<file path="src/rtl/cmp_timer.sv">
module cmp_timer #(
  parameter int CNT_W = 32,
  parameter int SEL_W = 3,
  parameter bit REV2  = 1'b1
) (
  input  logic               clk,
  input  logic               rst_n,
  input  logic               tick,
  input  logic               hold,
  input  logic               cnt_wr,
  input  logic [CNT_W-1:0]   cnt_wdata,
  input  logic               cmp_wr,
  input  logic [CNT_W-1:0]   cmp_wdata,
  input  logic [SEL_W-1:0]   line_sel,
  output logic [CNT_W-1:0]   count_q,
  output logic [CNT_W-1:0]   compare_q,
  output logic               pending,
  output logic [(1<<SEL_W)-1:0] irq_lines
);
  localparam int N_LINES = 1 << SEL_W;

  logic             irq_act;
  logic             advance;
  logic             cnt_upd;
  logic [CNT_W-1:0] cnt_nxt;
  logic             hit;

  assign advance = tick && !hold;
  assign cnt_upd = cnt_wr || advance;
  assign cnt_nxt = cnt_wr ? cnt_wdata : count_q + CNT_W'(1);
  assign hit     = cnt_upd && !hold && (cnt_nxt == compare_q);

  always_ff @(posedge clk) begin
    if (!rst_n) begin
      count_q   <= CNT_W'(1);
      compare_q <= '0;
      irq_act   <= 1'b0;
    end else begin
      if (cnt_upd) count_q <= cnt_nxt;
      if (cmp_wr) begin
        compare_q <= cmp_wdata;
        irq_act   <= 1'b0;
      end else if (hit) begin
        irq_act   <= 1'b1;
      end
    end
  end

  assign pending = REV2 ? irq_act : 1'b0;

  for (genvar i = 0; i < N_LINES; i++) begin : g_line
    assign irq_lines[i] = irq_act && (line_sel == SEL_W'(i));
  end


  one_line_chk: assert property (@(posedge clk) disable iff (!rst_n)
    $onehot0(irq_lines));


  hold_freeze_chk: assert property (@(posedge clk) disable iff (!rst_n)
    (hold && !cnt_wr) |=> $stable(count_q));


  tick_step_chk: assert property (@(posedge clk) disable iff (!rst_n)
    (tick && !hold && !cnt_wr) |=> count_q == $past(count_q) + CNT_W'(1));


  cnt_load_chk: assert property (@(posedge clk) disable iff (!rst_n)
    cnt_wr |=> count_q == $past(cnt_wdata));


  cmp_ack_chk: assert property (@(posedge clk) disable iff (!rst_n)
    cmp_wr |=> (irq_lines == '0 && compare_q == $past(cmp_wdata)));


  hold_block_chk: assert property (@(posedge clk) disable iff (!rst_n)
    (hold && irq_lines == '0) |=> irq_lines == '0);


  pend_mode_chk: assert property (@(posedge clk) disable iff (!rst_n)
    pending == (REV2 && (irq_lines != '0)));
endmodule

</file>
<file path="config.mk">
export PLATFORM = sky130hd
export DESIGN_NAME = cmp_timer
export DESIGN_NICKNAME = d
export VERILOG_FILES = /design/src/rtl/cmp_timer.sv
export SDC_FILE = /design/constraint.sdc
export NUM_CORES = 1
export LEC_CHECK = 0
export ABC_CLOCK_PERIOD_IN_PS = 2900
export BUFFER_PORTS_ARGS = -buffer_cell sky130_fd_sc_hd__buf_4
export CAP_MARGIN = 20
export CORE_MARGIN = 5
export CORE_UTILIZATION = 45
export DETAILED_ROUTE_END_ITERATION = 16
export PLACE_DENSITY = 0.83
export SLEW_MARGIN = 20
export SYNTH_ARGS = -nofsm -noshare
export SYNTH_HDL_FRONTEND = slang
export SYNTH_SLANG_ARGS = --single-unit
</file>
<file path="constraint.sdc">
create_clock -name clk -period 2.9 [get_ports clk]
set_input_delay 0.145 -clock clk [delete_from_list [all_inputs] [get_ports clk]]
set_output_delay 0.145 -clock clk [all_outputs]
set_load 0.05 [all_outputs]
</file>
==> reports/qor.yml <==
worst_setup_path:
  worst-path-stages: 9
  worst-endpoint-arrival_ns: 3.06
  crit_start: "count_q[0]"
  path_max_fanout: 7
  cp-endpoint: "pending"
  startpoint_type: "register"
  critical_path.reg2reg.startpoint: "count_q[0]"
  end_kind: "register"
  timing_worst_setup_path_type: "reg2reg"
  slowest_delay_ns: 0.58
  ff2ff_path_depth: 9
  rrSetupSlack_ns: 0.13
  required_ns: 3.19
  worst_path_dominant_cell_family: "simple AND/OR/NAND/NOR gates"
  critPathBufInv: 0
  timing.rr.end: "pending"
  crit_chain: "ha_2, nand3_4, or4_4, nor4_2, xor2_1, mux2i_1, xnor2_1, or4_1, o21ai_1"
  crit_slowest_cell: "sky130_fd_sc_hd__or4_4"
logic_synthesis:
  mappedNetlistNets: 679
  async_flop_share_pct: 0
  number_of_synthesized_flops_with_an_enable_pin: 0
  share_of_the_yosys_chip_area_belonging_to_registers_pct: 27.56
  netlist_top_cells_count: "74 x sky130_fd_sc_hd__nand2_1, 65 x sky130_fd_sc_hd__dfxtp_1, 41 x sky130_fd_sc_hd__xnor2_1"
  synth_top_cell_area_share_pct: 27.56
  synth.most_common_cell: "sky130_fd_sc_hd__nand2_1"
  ys_ff_latch: 65
  post_synth_inst_count: 605
  synth_top_area_cell: "sky130_fd_sc_hd__dfxtp_1"
  syn_area_per_cell_um2: 7.803
  synth_flop_cell: "sky130_fd_sc_hd__dfxtp_1"
  synth-warning-count: 0
  post_synth_num_cell_types: 67
  synth_area_leaders: "sky130_fd_sc_hd__dfxtp_1 28%, sky130_fd_sc_hd__xnor2_1 7.6%, sky130_fd_sc_hd__mux2i_1 7.4%"
  synth.cell_area_um2: 4721
cells_and_area:
  finish.utilization_pct: 61.87
  nFillCells: 934
  layout_stage_area_growth_over_the_synthesis_result_pct: 34.69
  ant_cells: 0
  stdcell_area_um2: 6359
  finish.net_count: 831
  final_layout_size_suffix_gt1_share_pct: 30.31
grt:
  grt_first_pass_wirelength_um: 27600
  groute.usage.overall_pct: 27.41
  grt_overflow: 0
  first_global_vias: 5043
  grt_start_max_net_pins: 66
  number_of_antenna_violations_at_the_first_check_in_global_routing: 0
timing:
  final_critical_path_setup_slack_ns: 0.1302
  worst_slew_margin_rel_pct: 59.73
  finalHoldWorstSlack_ns: 0.02753
  fin_skew_ns: 0.006803
  final.period_utilization_pct: 95.51
  finalSetupViolCount: 0
  hold_viol: 0
  setup_tns_ns: 0
  pin_slew_with_the_least_headroom_to_its_limit_ns: 0.6040
  grt_setup_unrepaired: "no"
  report.final.slew_viol_count: 0
  clock.fmax_mhz: 361.0
  finalWorstPathRequiredPeriod_ns: 2.770
route:
  route.antenna.remaining_nets: 0
  drt-pass1-iter-count: 5
  avgRoutedWirePerCell_um: 19.40
  drt_iter0_drc: 517
  dr_total_vias: 5151
  drt_drc_violations_left: 0
  route.final.wire_length_um: 17420
  vias_per_cell: 5.736
job:
  drv.max_cap_violation_count: 0
outcome:
  run_status: "finished clean"
power_and_ir_drop:
  p_int_mw: 1.686
  comb_power_share_pct: 30.1
  power_per_cell_area_nw_per_um2: 414.2
  power.net_switching_uw: 947.6
  p_leak_nw: 2.667
  p_clk_share_pct: 30.1
  power_frac_seq_pct: 39.8
  switching_share_pct: 35.98
  ir_worst_vdd_v: 0.0002758
clock_network:
  tritoncts: "yes"
  clock_network_latency_to_the_later_pin_of_the_worst_skew_pair_ns: 0.35
  path_clk_slew_ns: 0.07
  numCtsBuffers: 9
  ctsLongestPathBuffers: 2
  clockRootBuffer: "sky130_fd_sc_hd__clkbuf_8"
  ctsHtreeMaxLevel: 3
  cts.sinks: 65
  cts_setup_buffers: 0
die:
  starting_utilization_of_the_core_area_pct: 45.93
  fp.dieH_um: 112.4
  core-area_um2: 10280
  count_of_boundary_i_o_pins: 146
  fp.dieArea_um2: 12640
  row_count: 37
  dieWidth_um: 112.4
placed_design:
  placed_area_um2: 6137
  place.port_buffers: 145
  gp_congestion: 0.9537
  detailedPlacementHpwl_um: 13360
  worst_slack_at_placement_ns: 0.02180
min_path:
  kind_of_path_behind_the_tightest_hold_check: "in2reg"
power by group through the flow:
| stage | Combinational (mW) | Sequential, mW | Clock, mW |
|---|---|---|---|
| finish | 0.792 | 1.05 | 0.793 |
| global route | 0.844 | 1.06 | 0.853 |
| CTS | 0.789 | 1.04 | 0.806 |
| detailed placement | 0.783 | 1.06 | 0 |
| global placement | 0.777 | 1.06 | 0 |
| floorplan | 0.326 | 1.22 | 0 |
cells in the final DEF, fill, tap and decap left out, types with 3 or more instances in the layout:
master,count
sky130_fd_sc_hd__or3_1,6
sky130_fd_sc_hd__a31oi_1,7
sky130_fd_sc_hd__clkbuf_8,10
sky130_fd_sc_hd__or2_2,3
sky130_fd_sc_hd__nand2b_1,16
sky130_fd_sc_hd__nor3b_1,6
sky130_fd_sc_hd__nand2_1,74
sky130_fd_sc_hd__o2111ai_1,4
sky130_fd_sc_hd__o31ai_1,3
sky130_fd_sc_hd__nand4_1,15
sky130_fd_sc_hd__inv_1,13
sky130_fd_sc_hd__nand3b_1,4
sky130_fd_sc_hd__mux2i_1,35
sky130_fd_sc_hd__and3_1,3
sky130_fd_sc_hd__o22ai_1,3
sky130_fd_sc_hd__dfxtp_2,12
sky130_fd_sc_hd__o211a_1,4
sky130_fd_sc_hd__nor2_1,30
sky130_fd_sc_hd__buf_4,181
sky130_fd_sc_hd__dfxtp_1,50
sky130_fd_sc_hd__xor2_1,34
sky130_fd_sc_hd__nor4_4,3
sky130_fd_sc_hd__nor3_1,16
sky130_fd_sc_hd__a21oi_1,21
sky130_fd_sc_hd__nor4_1,12
sky130_fd_sc_hd__and2_1,14
sky130_fd_sc_hd__o211ai_1,4
sky130_fd_sc_hd__o21ai_0,31
sky130_fd_sc_hd__xnor2_1,41
sky130_fd_sc_hd__nor2b_1,35
sky130_fd_sc_hd__dfxtp_4,3
sky130_fd_sc_hd__nand3_1,16
metal layers:
metal,share of wire (%),track usage [%],wire [um],vias to the layer above
li1,-,-,-,2445
met1,44,37.92,7610,2392
met2,45,43.03,7809,288
met3,9.5,5.337,1647,26
met4,2.0,8.734,351,0
met5,0,0,0,-
through the flow:
stage,instances,total power [mW]
after floorplan,605,1.543
after global placement,882,1.838
after detailed placement,882,1.848
after CTS,898,2.639
after global routing,898,2.755
final,898,2.634
sequential cells by signal, indices dropped and copies added, names as in the netlist:
register,flops
count_q,32
pending,1
compare_q,32
how the worst min path moves through the flow:
| stage | from | endpoint | slack [ns] | depth (start not counted) |
|---|---|---|---|---|
| after detailed placement | cnt_wdata[19] | count_q[19] | 0.39 | 2 |
| after global placement | cnt_wdata[16] | count_q[16] | 0.39 | 2 |
| after CTS | cnt_wdata[19] | count_q[19] | 0.02 | 2 |
| final | cnt_wdata[19] | count_q[19] | 0.03 | 2 |
| after floorplan | cnt_wdata[16] | count_q[16] | 0.28 | 1 |
| after global routing | cnt_wdata[16] | count_q[16] | 0.02 | 2 |
cell families after synthesis:
kind of cell / count (synthesis) / synth area share [%]
AND/OR/NAND/NOR: 263 / 30.19
AO/OA/AOI/OAI: 110 / 15.64
XOR/XNOR: 76 / 14.26
flip-flops: 65 / 27.56
buffers and inverters: 55 / 4.664
multiplexers: 35 / 7.421
adder cells (fa/ha/maj): 1 / 0.2650
cell type report:
| type | count | area, um^2 | share of cell area (%) |
|---|---|---|---|
| multi-input cells | 485 | 3234 | 50.87 |
| well taps | 136 | 170.2 | 2.676 |
| inverters | 14 | 52.55 | 0.8264 |
| clock buffers | 11 | 141.4 | 2.224 |
| clock inverters | 5 | 53.80 | 0.8461 |
| repair buffers | 182 | 1379 | 21.68 |
| flip-flops and latches | 65 | 1328 | 20.88 |
timing repair:
action	CTS	global route
pin swaps	0	1
resized for setup	1	3
hold buffers	0	0
endpoints found under the setup margin	1	1
(Power assumes the default switching activity.)
